===== src/rtl/dtc_pkg.sv =====
`timescale 1ns/1ps
package dtc_pkg;
  typedef enum logic [2:0] {
    MD_TIMEBASE = 3'd0,
    MD_EVENT_A  = 3'd1,
    MD_EVENT_B  = 3'd2,
    MD_WIDTH_A  = 3'd3,
    MD_WIDTH_B  = 3'd4
  } dtc_mode_e;
endpackage


===== src/rtl/dtc_flag_sync.sv =====
`timescale 1ns/1ps
module dtc_flag_sync (
  input  logic clk,
  input  logic rst_n,
  input  logic din,
  output logic lvl,
  output logic rise,
  output logic fall
);
  logic meta_q, sync_q, prev_q;

  always_ff @(posedge clk or negedge rst_n) begin
    if (!rst_n) begin
      meta_q <= 1'b0;
      sync_q <= 1'b0;
      prev_q <= 1'b0;
    end else begin
      meta_q <= din;
      sync_q <= meta_q;
      prev_q <= sync_q;
    end
  end

  assign lvl  = sync_q;
  assign rise = sync_q & ~prev_q;
  assign fall = ~sync_q & prev_q;
endmodule


===== src/rtl/dtc_prescale.sv =====
`timescale 1ns/1ps
module dtc_prescale #(
  parameter int DIV = 32
) (
  input  logic clk,
  input  logic rst_n,
  input  logic clr,
  input  logic pulse,
  output logic tick
);
  localparam int PW = (DIV > 2) ? $clog2(DIV) : 1;
  localparam logic [PW-1:0] LAST = PW'(DIV - 1);

  logic [PW-1:0] pre_q;

  assign tick = pulse && (pre_q == LAST);

  always_ff @(posedge clk or negedge rst_n) begin
    if (!rst_n) begin
      pre_q <= '0;
    end else if (clr) begin
      pre_q <= '0;
    end else if (pulse) begin
      pre_q <= (pre_q == LAST) ? '0 : pre_q + PW'(1);
    end
  end
endmodule


===== src/rtl/dtc_core.sv =====
`timescale 1ns/1ps
module dtc_core #(
  parameter int W = 8
) (
  input  logic         clk,
  input  logic         rst_n,
  input  logic         wr_en,
  input  logic [W-1:0] wr_data,
  input  logic         start,
  input  logic         stop,
  input  logic         tick,
  input  logic         pw_mode,
  input  logic         pw_fall,
  input  logic         q_en,
  input  logic         irq_clr,
  output logic [W-1:0] cnt,
  output logic [W-1:0] hold,
  output logic         run,
  output logic         irq,
  output logic         q
);
  logic active, pw_done, uflow, irq_set;

  assign active  = run && !start && !stop;
  assign pw_done = active && pw_mode && pw_fall;
  assign uflow   = active && !(pw_mode && pw_fall) && tick && (cnt == '0);
  assign irq_set = pw_done || uflow;

  always_ff @(posedge clk or negedge rst_n) begin
    if (!rst_n) begin
      cnt  <= '0;
      hold <= '0;
      run  <= 1'b0;
      irq  <= 1'b0;
      q    <= 1'b0;
    end else begin
      if (wr_en) hold <= wr_data;
      if (start) begin
        cnt <= hold;
        run <= 1'b1;
      end else if (stop) begin
        run <= 1'b0;
      end else if (pw_done) begin
        run <= 1'b0;
      end else if (active && tick) begin
        cnt <= (cnt == '0) ? hold : cnt - W'(1);
      end
      if (irq_set)      irq <= 1'b1;
      else if (irq_clr) irq <= 1'b0;
      if (uflow && q_en) q <= ~q;
    end
  end
endmodule


===== src/rtl/dtc_timer.sv =====
`timescale 1ns/1ps
module dtc_timer #(
  parameter int W   = 8,
  parameter int DIV = 32
) (
  input  logic         clk,
  input  logic         rst_n,
  input  logic         wr_en_i,
  input  logic [W-1:0] wr_data_i,
  input  logic [2:0]   mode_i,
  input  logic         q_route_i,
  input  logic         start_i,
  input  logic         stop_i,
  input  logic         tpa_i,
  input  logic         flag_a_i,
  input  logic         flag_b_i,
  input  logic         irq_clr_i,
  output logic [W-1:0] cnt_o,
  output logic         irq_o,
  output logic         q_o
);
  import dtc_pkg::*;

  localparam int NFLAG = 2;

  logic [NFLAG-1:0] flag_in, flag_lvl, flag_rise, flag_fall;
  logic             ptick, tick, pw_mode, pw_fall;
  logic [W-1:0]     hold_q;
  logic             run_q;
  dtc_mode_e        md;

  assign flag_in = {flag_b_i, flag_a_i};
  assign md      = dtc_mode_e'(mode_i);

  for (genvar g = 0; g < NFLAG; g++) begin : g_flag
    dtc_flag_sync u_sync (
      .clk  (clk),
      .rst_n(rst_n),
      .din  (flag_in[g]),
      .lvl  (flag_lvl[g]),
      .rise (flag_rise[g]),
      .fall (flag_fall[g])
    );
  end

  dtc_prescale #(.DIV(DIV)) u_pre (
    .clk  (clk),
    .rst_n(rst_n),
    .clr  (start_i),
    .pulse(tpa_i),
    .tick (ptick)
  );

  always_comb begin
    tick    = 1'b0;
    pw_mode = 1'b0;
    pw_fall = 1'b0;
    case (md)
      MD_TIMEBASE: tick = ptick;
      MD_EVENT_A:  tick = flag_rise[0];
      MD_EVENT_B:  tick = flag_rise[1];
      MD_WIDTH_A: begin
        tick    = ptick && flag_lvl[0];
        pw_mode = 1'b1;
        pw_fall = flag_fall[0];
      end
      MD_WIDTH_B: begin
        tick    = ptick && flag_lvl[1];
        pw_mode = 1'b1;
        pw_fall = flag_fall[1];
      end
      default: tick = 1'b0;
    endcase
  end

  dtc_core #(.W(W)) u_core (
    .clk    (clk),
    .rst_n  (rst_n),
    .wr_en  (wr_en_i),
    .wr_data(wr_data_i),
    .start  (start_i),
    .stop   (stop_i),
    .tick   (tick),
    .pw_mode(pw_mode),
    .pw_fall(pw_fall),
    .q_en   (q_route_i),
    .irq_clr(irq_clr_i),
    .cnt    (cnt_o),
    .hold   (hold_q),
    .run    (run_q),
    .irq    (irq_o),
    .q      (q_o)
  );
endmodule


===== config.mk =====
export PLATFORM = sky130hd
export DESIGN_NAME = dtc_timer
export DESIGN_NICKNAME = d
export VERILOG_FILES = /design/src/rtl/dtc_pkg.sv /design/src/rtl/dtc_flag_sync.sv /design/src/rtl/dtc_prescale.sv /design/src/rtl/dtc_core.sv /design/src/rtl/dtc_timer.sv
export SDC_FILE = /design/constraint.sdc
export NUM_CORES = 1
export LEC_CHECK = 0
export BUFFER_PORTS_ARGS = -buffer_cell sky130_fd_sc_hd__clkbuf_2
export CAP_MARGIN = 25
export CORE_MARGIN = 2
export CORE_UTILIZATION = 49
export CTS_CLUSTER_DIAMETER = 60
export DETAILED_ROUTE_END_ITERATION = 6
export PLACE_DENSITY = 0.75
export SLEW_MARGIN = 20
export SYNTH_ARGS = -nofsm -noshare
export SYNTH_HDL_FRONTEND = slang
export SYNTH_SLANG_ARGS = --single-unit
export TNS_END_PERCENT = 10

===== constraint.sdc =====
create_clock -name clk -period 1.95 [get_ports clk]
set_input_delay 0.0975 -clock clk [delete_from_list [all_inputs] [get_ports clk]]
set_output_delay 0.0975 -clock clk [all_outputs]
set_load 0.005 [all_outputs]

==> results of run 1 <==
area by class of cell:
| class | instances | area (µm²) | share of cell area, % |
|---|---|---|---|
| multi-input combinational | 101 | 828 | 40.5 |
| sequential | 30 | 751 | 36.7 |
| timing repair buffer | 51 | 335 | 16.4 |
| tap | 44 | 55.1 | 2.69 |
| clock buffer | 7 | 45.0 | 2.20 |
| inverter | 8 | 30.0 | 1.47 |
where the power goes:
group          leakage [nW]  internal (mW)  switching (mW)
clock                0.0254          0.135           0.195
sequential            0.370          0.683          0.0737
combinational         0.535          0.209           0.185
total                 0.930           1.03           0.453
metal layers:
metal,vias up,track usage [%]
li1,636,-
met1,602,25.2
met2,33,35.2
met3,15,4.90
met4,0,13.0
met5,-,0
logic make-up after synthesis:
group	count (synthesis)
AOI/OAI and AO/OA	31
muxes	16
DFF	30
xor gates and xnor gates	1
and+or+nand+nor	49
buffers and inverters	13
adders and majority gates	4
state kept, by name, summed over array words and instances (netlist names):
| name | cells |
|---|---|
| u_core.irq | 1 |
| u_core.cnt | 8 |
| g_flag.u_sync.lvl | 2 |
| u_core.hold | 8 |
| u_core.q | 1 |
| u_pre.pre_q | 5 |
| g_flag.u_sync.meta_q | 2 |
| u_core.run | 1 |
| g_flag.u_sync.prev_q | 2 |
cell usage in the layout (no fill, tap or decap), types with 5 or more instances in the layout:
cell type,count
dfrtp_1,30
clkbuf_2,30
nor2_1,13
dlygate4sd3_1,11
mux2_2,10
buf_4,10
a21oi_1,8
inv_1,6
nand2b_1,5
mux2i_1,5
clkbuf_4,5
timing repair:
action                                 in CTS  in global routing
endpoints found under the hold margin      40                  0
setup endpoints to repair                   4                  6
hold buffers                               11                  0
buffers inserted                            0                  1
gates resized for setup                     0                  7
cloned                                      0                  0
pin swaps                                   3                  3
per-stage QoR:
| step | area (µm²) | hold slack [ns] | cells | setup TNS, ns |
|---|---|---|---|---|
| floorplan | 1610 | -0.198 | 144 | 0 |
| global placement | 1860 | 0.171 | 222 | 0 |
| detailed placement | 1860 | 0.181 | 222 | -0.0333 |
| CTS | 2010 | 0.000722 | 240 | 0 |
| global route | 2040 | 0.0159 | 241 | -0.311 |
| finish | 2040 | 0.00718 | 241 | -0.0281 |
worst paths after layout:
check	start	to	slack, ns
min in group asynchronous	rst_n	u_core.q$_DFFE_PN0P_	0.35
min reg2reg	g_flag[0].u_sync.meta_q$_DFF_PN0_	g_flag[0].u_sync.lvl$_DFF_PN0_	0.35
min	wr_data_i[0]	u_core.hold[0]$_DFFE_PN0P_	0.007
max in group asynchronous	rst_n	u_core.run$_DFFE_PN0P_	1.13
max reg2reg	u_pre.pre_q[1]$_DFFE_PN0P_	u_core.cnt[1]$_DFFE_PN0P_	-0.03
max	u_pre.pre_q[1]$_DFFE_PN0P_	u_core.cnt[1]$_DFFE_PN0P_	-0.03
==> results.json, run 1 <==
{
  "status": "finished, violations left",
  "violations": "setup timing",
  "vias": 1286,
  "wl_um": 3330,
  "synth-simple-area-share_pct": 19.6,
  "cp_max_fo": 8,
  "synth_top_family_by_area": "simple AND/OR/NAND/NOR gates",
  "portBuffers": 30,
  "synth-main-ff-cell": "dfrtp_1",
  "wl_per_cell_um": 13.8,
  "avgSynthCellArea_um2": 11.0,
  "cap_violations": 0,
  "grt_first_pass_wirelength_um": 5640,
  "synth_area_um2": 1590,
  "worstSetupPathType": "flip-flop to flip-flop",
  "drt-pass1-iter-count": 4,
  "worst-path-stages": 8,
  "ys_seq_area_share_pct": 47.4,
  "fillers": 266,
  "cpMaxStageDelayCell": "dfrtp_1",
  "m1WireLength_um": 1400,
  "nNetsFinal": 222,
  "initial_utilization_pct": 51.5,
  "cts_tree": "yes",
  "n_antenna_cell": 0,
  "drive_gt1_share_pct": 37.1,
  "synth_fp_nets": 169,
  "hpwl_um": 2410,
  "antenna_left": 0,
  "synth_area_leaders": "dfrtp_1 47%, mux2_2 7.1%, ha_1 3.2%",
  "place_congestion": 0.801,
  "slew_headroom_pct": 51.0,
  "setup_slack_ns": -0.0281,
  "synthDistinctLibCells": 47,
  "fin_crit_ns": 1.98,
  "worst_pin_slew_ns": 0.734,
  "synth_most_common_cell": "dfrtp_1",
  "clockBufferDepth": 2,
  "path_cells": "ha_2, and3_4, ha_4, nand4bb_1, a31oi_2, o21a_4, nor2_8, mux2_4",
  "synth_seq_cells": 30,
  "synth_xor_area_share_pct": 0.552,
  "h-tree-depth": 2,
  "grt_max_degree": 31,
  "post-route-drc-count": 0,
  "maxUsedRoutingLayer": "met4",
  "p_per_area_nw_per_um2": 724,
  "synth_fa_ha_area_share_pct": 3.16,
  "fin_util_pct": 66.4,
  "p_leak_nw": 0.930,
  "critPathBufInv": 0,
  "synth-async-reset-ratio_pct": 100,
  "synth-edff-count": 0,
  "fmax_ghz": 0.506,
  "critPathTopFamily": "flip-flops",
  "numClockSinks": 30,
  "clk_latency_ns": 0.33,
  "root_buffer": "clkbuf_4",
  "synth_compound_area_share_pct": 14.9,
  "via_per_inst": 5.34,
  "row_count": 20,
  "rsz0062_at_grt": "true",
  "grt_pass1_vias": 1310,
  "clk_pin_slew_worst_paths_ns": 0.08,
  "die_area_um2": 3710,
  "die_y_um": 60.9,
  "boundaryPins": 31,
  "grt_overflow": 0,
  "core_um2": 3080,
  "total_power_mw": 1.48,
  "antenna_found_initial": 0,
  "cp-end-kind": "flip-flop",
  "synth_common_cells": "30 x dfrtp_1, 13 x nor2_1, 10 x mux2_2",
  "critPathRequiredTime_ns": 2.17,
  "worstHoldPathType": "primary input to flip-flop",
  "synthCells": 144,
  "crit_path_start_kind": "flip-flop",
  "grt_usage_pct": 21.3,
  "post-route-period-util_pct": 101,
  "hold_violations": 0,
  "numCtsBuffers": 5,
  "slew_violations": 0,
  "dr.first_iter.drc_count": 48,
  "r2r_cells": 8,
  "synth_top_cell_area_share_pct": 47.4,
  "dr_wl_met3_um": 130,
  "place_ws_ns": -0.0257,
  "peakVddDrop_v": 0.000530,
  "critical-path-max-stage-delay_ns": 0.40,
  "clock_skew_ns": 0.00234,
  "area_growth_pct": 29.0,
  "ys_warn_count": 0,
  "netlist.top_cell.by_area": "dfrtp_1",
  "worstPathArrival_ns": 2.20,
  "wl_met2_um": 1670,
  "die_x_um": 60.9,
  "worstHoldPathCells": 2,
  "synth_mux_area_share_pct": 11.0,
  "setup_viol": 1
}
(Power assumes the default switching activity.)
==> run 2: changes to the inputs <==
CTS_CLUSTER_SIZE = 40   (was unset)
clock period = 1.8 ns   (was 1.95 ns; I/O delays follow)
==> run 2 against run 1 <==
  * The run still ends with setup timing left
  * Wire length up 7.3%
  * Fmax up 4.1%
  * Combinational power up 31%
  * Total power up 15%
  * Via count up 4.7%
  * Design area up 5.4%
  * First-iteration DRC count up 8.3%
  * Global-route usage up 0.71 points
  * Register-to-register slack worse by 0.07 ns
  * Critical path type unchanged
  * Largest power group unchanged
==> results.json, run 2 (synthesis results as in run 1) <==
{
  "via_per_inst": 5.28,
  "drt-pass1-iter-count": 4,
  "numCtsBuffers": 5,
  "row_count": 20,
  "clockBufferDepth": 2,
  "worstHoldPathType": "primary input to flip-flop",
  "critPathBufInv": 0,
  "area_growth_pct": 35.9,
  "nNetsFinal": 235,
  "grt_pass1_vias": 1335,
  "violations": "setup timing",
  "antenna_left": 0,
  "cp_max_fo": 7,
  "fin_util_pct": 70.0,
  "fmax_ghz": 0.526,
  "setup_slack_ns": -0.101,
  "boundaryPins": 31,
  "path_cells": "ha_2, and3_4, ha_4, nand4bb_1, a31oi_2, o21a_4, nor2_8, mux2_4",
  "core_um2": 3080,
  "wl_um": 3580,
  "cap_violations": 0,
  "endpoint": "u_core.cnt[1]$_DFFE_PN0P_",
  "antenna_found_initial": 0,
  "fin_crit_ns": 1.90,
  "grtUsageMet1_pct": 25.9,
  "clk_pin_slew_worst_paths_ns": 0.08,
  "worst_pin_slew_ns": 0.745,
  "cts_tree": "yes",
  "cp-end-kind": "flip-flop",
  "worstSetupPathType": "flip-flop to flip-flop",
  "cpMaxStageDelayCell": "dfrtp_1",
  "worst-path-stages": 8,
  "die_x_um": 60.9,
  "worstReg2RegStart": "u_pre.pre_q[0]$_DFFE_PN0P_",
  "critPathTopFamily": "flip-flops",
  "r2r_slack_ns": -0.10,
  "top_usage_layer": "met2",
  "setup_viol": 7,
  "grt_usage_pct": 22.0,
  "met2_usage_pct": 38.9,
  "wl_per_cell_um": 14.0,
  "grt_max_degree": 31,
  "post-route-drc-count": 0,
  "dr.first_iter.drc_count": 52,
  "critical-path-max-stage-delay_ns": 0.39,
  "portBuffers": 30,
  "slew_headroom_pct": 50.3,
  "initial_utilization_pct": 51.5,
  "p_per_area_nw_per_um2": 793,
  "clock_skew_ns": 0.00494,
  "r2r_cells": 8,
  "n_antenna_cell": 0,
  "grt_overflow": 0,
  "hold_violations": 0,
  "place_inst": 233,
  "die_area_um2": 3710,
  "startpoint": "u_pre.pre_q[0]$_DFFE_PN0P_",
  "vias": 1347,
  "timing.hold.ws_ns": 0.0387,
  "rsz0062_at_grt": "true",
  "place_ws_ns": -0.151,
  "post-route-period-util_pct": 106,
  "clk_latency_ns": 0.33,
  "hpwl_um": 2620,
  "fin_cells": 255,
  "grt_first_pass_wirelength_um": 5950,
  "worstPathArrival_ns": 2.11,
  "status": "finished, violations left",
  "drive_gt1_share_pct": 40.3,
  "slew_violations": 0,
  "p_leak_nw": 1.00,
  "h-tree-depth": 2,
  "die_y_um": 60.9,
  "crit_path_start_kind": "flip-flop",
  "critPathRequiredTime_ns": 2.01,
  "numClockSinks": 30,
  "root_buffer": "clkbuf_4",
  "most-common-layout-cells": "30 x dfrtp_1, 30 x clkbuf_2, 21 x buf_4",
  "reg.largest.list": "u_core.cnt: 8 flops, u_core.hold: 8 flops, u_pre.pre_q: 5 flops",
  "r2r_end": "u_core.cnt[1]$_DFFE_PN0P_",
  "place_congestion": 0.760,
  "peakVddDrop_v": 0.000571,
  "use_met3_pct": 4.69
}
-- run 2: cell count changes in the layout (fill, tap and decap cells not counted), sizes merged --
| cell | previous run | this run |
|---|---|---|
| dlygate4sd3 | 11 | 12 |
| clkinv | 0 | 1 |
| buf | 10 | 22 |
-- run 2: repair_timing --
item | CTS | global route
buffers inserted | 2 | 0
pin swaps | 7 | 1
endpoints found under the setup margin | 9 | 10
hold buffers | 12 | 0
gates cloned | 0 | 0
hold endpoints to repair | 41 | 0
gates resized for setup | 4 | 1
-- run 2: worst min path at each step --
stage / cells after the start / to / startpoint / slack (ns)
CTS: 2 / u_pre.pre_q[4]$_DFFE_PN0P_ / start_i / 0.03
detailed placement: 1 / u_core.hold[3]$_DFFE_PN0P_ / rst_n / 0.18
floorplan: 0 / g_flag[0].u_sync.lvl$_DFF_PN0_ / rst_n / -0.21
global placement: 1 / u_core.hold[4]$_DFFE_PN0P_ / rst_n / 0.17
finish: 2 / u_pre.pre_q[0]$_DFFE_PN0P_ / start_i / 0.04
global route: 2 / u_pre.pre_q[4]$_DFFE_PN0P_ / start_i / 0.04
-- run 2: per-layer routing --
metal	vias to the layer above	part of all wire (%)
met5	-	0
met4	0	1.3
met3	5	3.5
met2	33	54
met1	649	41
li1	660	-
-- run 2: final cells by class --
| cell class | count | area [µm²] |
|---|---|---|
| clock inverter | 1 | 5.00 |
| fill | 256 | 923 |
| inverter | 8 | 30.0 |
| timing repair buffer | 64 | 439 |
| clock buffer | 7 | 55.1 |
| tap | 44 | 55.1 |
| sequential | 30 | 751 |
| multi-input combinational | 101 | 820 |
-- run 2: stage by stage --
step	setup TNS (ns)	power (mW)	instance area (µm²)
2_1_floorplan	-0.189	1.05	1610
3_3_place_gp	-0.407	1.27	1940
4_1_cts	-0.286	1.73	2150
6_report	-0.437	1.71	2150
3_5_place_dp	-0.781	1.29	1940
5_1_grt	-1.17	1.82	2150
-- run 2: power breakdown --
group          internal [mW]  leakage [nW]  total (mW)  switching, mW
registers              0.740         0.370       0.784         0.0436
clock network          0.189        0.0353       0.410          0.221
logic                  0.273         0.600       0.515          0.242
